## src/rtl/adc_pre_pkg.sv

```systemverilog
package adc_pre_pkg;

  localparam int REG_W   = 8;
  localparam int CODE_W  = 3;
  localparam int SHIFT_W = 3;
  localparam int MAX_SHIFT = 4;

  typedef struct packed {
    logic [CODE_W-1:0] div_code;
    logic              src_bus;
  } pre_cfg_t;

  // Maps the divide code to log2 of the divisor; top bit forces 16.
  function automatic logic [SHIFT_W-1:0] code_to_shift(input logic [CODE_W-1:0] code);
    logic [SHIFT_W-1:0] s;
    if (code[CODE_W-1]) s = SHIFT_W'(MAX_SHIFT);
    else                s = SHIFT_W'(code[1:0]);
    return s;
  endfunction

endpackage

```

## src/rtl/adc_pre_reg.sv

```systemverilog
module adc_pre_reg
  import adc_pre_pkg::*;
#(
  parameter int                ADDR_W   = 8,
  parameter logic [ADDR_W-1:0] REG_ADDR = 8'h40
) (
  input  logic              clk,
  input  logic              rst_n,
  input  logic              wr_en,
  input  logic [ADDR_W-1:0] addr,
  input  logic [REG_W-1:0]  wdata,
  output pre_cfg_t          cfg,
  output logic              wr_hit,
  output logic              cfg_change,
  output logic [REG_W-1:0]  rdata
);

  localparam int PAD_W = REG_W - CODE_W - 1;

  pre_cfg_t cfg_q, cfg_d;
  logic     addr_hit;

  assign addr_hit = (addr == REG_ADDR);
  assign wr_hit   = wr_en && addr_hit;

  always_comb begin
    cfg_d = cfg_q;
    if (wr_hit) begin
      cfg_d.div_code = wdata[REG_W-1 -: CODE_W];
      cfg_d.src_bus  = wdata[PAD_W];
    end
  end

  assign cfg_change = wr_hit && (cfg_d != cfg_q);

  always_ff @(posedge clk or negedge rst_n) begin
    if (!rst_n) cfg_q <= '0;
    else        cfg_q <= cfg_d;
  end

  assign cfg   = cfg_q;
  assign rdata = addr_hit ? {cfg_q.div_code, cfg_q.src_bus, {PAD_W{1'b0}}} : '0;

endmodule

```

## src/rtl/adc_pre_div.sv

```systemverilog
module adc_pre_div
  import adc_pre_pkg::*;
#(
  parameter int CNT_W = MAX_SHIFT
) (
  input  logic               clk,
  input  logic               rst_n,
  input  logic               tick_in,
  input  logic [SHIFT_W-1:0] shift,
  input  logic               restart,
  output logic               strobe_out
);

  logic [CNT_W-1:0] cnt_q, cnt_d, term;
  logic             stb_q, stb_d, at_term;

  assign term    = ~({CNT_W{1'b1}} << shift);
  assign at_term = (cnt_q == term);

  always_comb begin
    cnt_d = cnt_q;
    stb_d = 1'b0;
    if (restart) begin
      cnt_d = '0;
    end else if (tick_in) begin
      stb_d = at_term;
      cnt_d = at_term ? '0 : cnt_q + CNT_W'(1);
    end
  end

  always_ff @(posedge clk or negedge rst_n) begin
    if (!rst_n) begin
      cnt_q <= '0;
      stb_q <= 1'b0;
    end else begin
      cnt_q <= cnt_d;
      stb_q <= stb_d;
    end
  end

  assign strobe_out = stb_q;

endmodule

```

## src/rtl/adc_pre_err.sv

```systemverilog
module adc_pre_err (
  input  logic clk,
  input  logic rst_n,
  input  logic set_i,
  input  logic clr_i,
  output logic flag_o
);

  logic flag_q, flag_d;

  always_comb begin
    flag_d = flag_q;
    if (clr_i) flag_d = 1'b0;
    if (set_i) flag_d = 1'b1;
  end

  always_ff @(posedge clk or negedge rst_n) begin
    if (!rst_n) flag_q <= 1'b0;
    else        flag_q <= flag_d;
  end

  assign flag_o = flag_q;

endmodule

```

## src/rtl/adc_clk_prescaler.sv

```systemverilog
module adc_clk_prescaler
  import adc_pre_pkg::*;
#(
  parameter int                ADDR_W   = 8,
  parameter logic [ADDR_W-1:0] REG_ADDR = 8'h40
) (
  input  logic              clk,
  input  logic              rst_n,
  input  logic              bus_tick,
  input  logic              ext_tick,
  input  logic              wr_en,
  input  logic [ADDR_W-1:0] addr,
  input  logic [REG_W-1:0]  wdata,
  output logic [REG_W-1:0]  rdata,
  input  logic              conv_busy,
  input  logic              err_clr,
  output logic              conv_tick,
  output logic              cfg_err
);

  pre_cfg_t           cfg;
  logic               wr_hit, cfg_change, src_tick;
  logic [SHIFT_W-1:0] shift;

  adc_pre_reg #(.ADDR_W(ADDR_W), .REG_ADDR(REG_ADDR)) u_reg (
    .clk(clk), .rst_n(rst_n), .wr_en(wr_en), .addr(addr), .wdata(wdata),
    .cfg(cfg), .wr_hit(wr_hit), .cfg_change(cfg_change), .rdata(rdata)
  );

  assign src_tick = cfg.src_bus ? bus_tick : ext_tick;
  assign shift    = code_to_shift(cfg.div_code);

  adc_pre_div #(.CNT_W(MAX_SHIFT)) u_div (
    .clk(clk), .rst_n(rst_n), .tick_in(src_tick), .shift(shift),
    .restart(cfg_change), .strobe_out(conv_tick)
  );

  adc_pre_err u_err (
    .clk(clk), .rst_n(rst_n), .set_i(wr_hit && conv_busy),
    .clr_i(err_clr), .flag_o(cfg_err)
  );

endmodule

```

## config.mk

```make
export PLATFORM = sky130hd
export DESIGN_NAME = adc_clk_prescaler
export DESIGN_NICKNAME = d
export VERILOG_FILES = /design/src/rtl/adc_pre_pkg.sv /design/src/rtl/adc_pre_reg.sv /design/src/rtl/adc_pre_div.sv /design/src/rtl/adc_pre_err.sv /design/src/rtl/adc_clk_prescaler.sv
export SDC_FILE = /design/constraint.sdc
export NUM_CORES = 1
export LEC_CHECK = 0
export BUFFER_PORTS_ARGS = -buffer_cell sky130_fd_sc_hd__buf_2
export CAP_MARGIN = 10
export CORE_MARGIN = 1.5
export CORE_UTILIZATION = 45
export CTS_CLUSTER_SIZE = 30
export DETAILED_ROUTE_END_ITERATION = 6
export PLACE_DENSITY = 0.74
export SLEW_MARGIN = 20
export SYNTH_ARGS = -nofsm -noshare
export SYNTH_HDL_FRONTEND = slang
export SYNTH_SLANG_ARGS = --single-unit
```

## constraint.sdc

```tcl
create_clock -name clk -period 2.8 [get_ports clk]
set_clock_uncertainty 0.1 [all_clocks]
set_input_delay 0.56 -clock clk [delete_from_list [all_inputs] [get_ports clk]]
set_output_delay 0.56 -clock clk [all_outputs]
set_load 0.05 [all_outputs]
```

==> results.ini <==
[worst_setup_path]
critPathCaptureType=primary output
cp_data_arrival_time_ns=1.55
critical_path.slowest_cell=nor4_2
worstReg2RegStart=u_div.cnt_q[2]$_DFFE_PN0P_
worst-r2r-setup-slack_ns=1.03
critPathMostFrequentCell=buf_2
cp-start-kind=primary input
worst_path_dominant_cell_family=simple AND/OR/NAND/NOR gates
timing.critical_path.slowest_cell_delay_ns=0.42
cp.required_ns=2.14
max_fo_critical_path=5
r2r.worst_path.cells=5
critical_path.cell_chain=buf_2 > nor4_2 > and3_1 > buf_2
path_class=primary input to primary output
crit_buf_inv=2
r2r-end=u_div.cnt_q[2]$_DFFE_PN0P_

[clock_tree]
cts.path.max_buffers=2
cts.htree.levels=1
clock_sink_count=10
clock-root-buffer=clkbuf_4
clock_latency_ns=0.26
tritoncts_clock_tree=yes
cts_hold_bufs=0
cts.reportedPaths.clkPinSlew_ns=0.07
cts.repair_timing.setup_buffer_count=0
post_cts.resized_instances=0
cts_made_buffers=3

[place]
place.detailed.hpwl_um=1089
port_buffers=24
gp_congestion=0.8033
pre_cts_ws_ns=0.5745

[synth]
largest_area_contributor_in_the_netlist=dfrtp_1
postSynth.asyncResetShare_pct=100.0
postSynthCellCount=68
synth.most_common_cell=dfrtp_1
synth.top_cell.area_share_pct=35.03
post_synth_most_frequent_cells=dfrtp_1, buf_4, mux2_2
synth_seq_cells=10
synth-edff-count=0
ys_top_cells_by_area=dfrtp_1, mux2_2, buf_4, nor4_2, xnor2_1
synthesis.area_per_instance_sq_um=10.51
synthDistinctLibCells=30
dominantRegCellSynth=dfrtp_1
synth.cell_area_sq_um=714.4
ys.warnings.count=0
synth-seq-area-share_pct=35.03

[sta]
timing.final.max_slew_violations=0
worst_slack_ns=0.5865
finalSetupViolations=0
timing.final.hold_violations=0
post-route-period-util_pct=79.05
finalHoldWorstSlack_ns=0.05395
fin_setup_tns_ns=0
clock_period_minus_worst_slack_ns=2.214
achievable-frequency_mhz=451.8
rsz0062_at_grt=false

[grt]
grt_remaining_overflow=0
initial_antenna_violation_count=0
number_of_global_route_vias_before_repair=496
grt_first_pass_wirelength_um=2139
grt_use_total_pct=15.23
grt_start_max_net_pins=11

[routing]
drt-wirelength-per-cell_um=12.71
dr.pass1.iters=4
drt_wl_total_um=1385
viasPerCell=5.477
routedLengthMet1_um=650
drc=0
postRouteAntennaNets=0
detailroute.wirelength.met2_um=610
wl_met3_um=116
via_count=597
count_of_routing_violations_after_the_opening_detailed_route_iteration=7
top_layer_used=met4

[die]
floorplan.core_area_sq_um=1489
initial_utilization_pct=47.98
floorplan.die.width_um=42.85
io-pin-count=33
die_height_um=42.85
die_area_sq_um=1836
num_rows=14

[power]
max-vdd-ir-drop_mv=0.4122
power.density_cell_area_nw_per_um2=567.7
leakage_component_of_the_power_uw=0.0003974

[finish]
fillers=140
num_antenna_cells=0
layout-area-overhead-vs-synth_pct=19.09
post_route_cells_drive_above_1_share_pct=44.09
seq_cell_area_sq_um=250.2
multi_input_combinational_cell_area_sq_um=422.9
fin_nets=119

[outcome]
outcome=completed

[run]
maxCapViolations=0

[hold_path]
worst_hold_path_class=primary input to asynchronous set/reset pin

==> stage by stage <==
step / cells / cell area [sq um] / utilization, % / total power (uW)
after floorplan: 71 / 725.7 / - / 348.3
after global placement: 106 / 828.3 / 55.63 / 384.8
after detailed placement: 106 / 828.3 / 55.63 / 391.9
after CTS: 109 / 850.8 / 57.14 / 486.0
after global routing: 109 / 850.8 / 57.14 / 514.5
final: 109 / 850.8 / 57.14 / 483.0
==> final cells by class <==
class | instances | area share [%]
tap | 16 | 2.353
sequential | 10 | 29.41
multi-input combinational | 52 | 49.71
clock buffer | 3 | 2.647
timing repair buffer | 24 | 14.12
inverter | 4 | 1.765
==> registers in the layout (all words and copies together) (netlist names) <==
register / cells
u_reg.cfg: 4
u_div.cnt_q: 4
u_err.flag_o: 1
u_div.strobe_out: 1
==> cell usage in the layout (no fill, tap or decap) <==
| cell | count |
|---|---|
| a2111oi_2 | 1 |
| a2111oi_4 | 1 |
| a21oi_1 | 4 |
| a41oi_2 | 1 |
| and3_1 | 4 |
| buf_2 | 24 |
| clkbuf_4 | 3 |
| conb_1 | 4 |
| dfrtp_1 | 10 |
| ha_1 | 1 |
| inv_1 | 4 |
| mux2_2 | 5 |
| mux2i_1 | 1 |
| nand2_1 | 4 |
| nand2b_1 | 1 |
| nand3_1 | 3 |
| nand4_1 | 1 |
| nor2_1 | 2 |
| nor2b_1 | 1 |
| nor2b_4 | 1 |
| nor3_1 | 1 |
| nor3_4 | 1 |
| nor4_1 | 1 |
| nor4_2 | 3 |
| nor4b_2 | 1 |
| o211ai_1 | 2 |
| o21ai_0 | 1 |
| o21ai_1 | 1 |
| o22ai_1 | 1 |
| o31a_1 | 1 |
| xnor2_1 | 4 |
==> layer usage <==
| metal | vias to the layer above | global-route usage [%] |
|---|---|---|
| li1 | 294 | - |
| met4 | 0 | 7.500 |
| met2 | 31 | 23.03 |
| met1 | 270 | 21.39 |
| met5 | - | 0 |
| met3 | 2 | 1.702 |
==> power breakdown <==
part	switching (uW)	total, uW	internal (uW)	leakage, uW
logic	121	196	74.2	0.000248
registers	25.8	192	166	0.000136
clock network	45.7	95.2	49.4	0.0000138
total	193	483	290	0.000397
==> worst max-delay path by stage <==
| stage | start | end | depth (start not counted) |
|---|---|---|---|
| 6_report | addr[1] | rdata[4] | 4 |
| 5_1_grt | addr[1] | rdata[7] | 4 |
| 4_1_cts | addr[1] | rdata[4] | 4 |
| 3_5_place_dp | addr[1] | rdata[4] | 4 |
| 3_3_place_gp | addr[5] | rdata[5] | 4 |
| 2_1_floorplan | addr[5] | rdata[4] | 2 |
==> cell families (layout without fill, tap and decap cells) <==
family                     count (synthesis)  count (layout)  share of synthesized area [%]
adders and majority gates                  1               1                          1.751
and+or+nand+nor                           24              24                          24.52
AOI/OAI and AO/OA                         13              13                          16.64
xor gates and xnor gates                   4               4                          4.903
DFF                                       10              10                          35.03
buffers and inverters                      9              31                          7.355
muxes                                      6               6                          9.281
other                                      1               4                         0.5249
==> worst register-to-register path, cell delays in order (launching register included) <==
cell	delay [ns]
dfrtp_1	0.46
nor2b_4	0.18
a2111oi_2	0.46
nor3_4	0.10
nor3_1	0.27
nor4_2	0.08
Note: power is estimated with default switching activity, not from simulation.
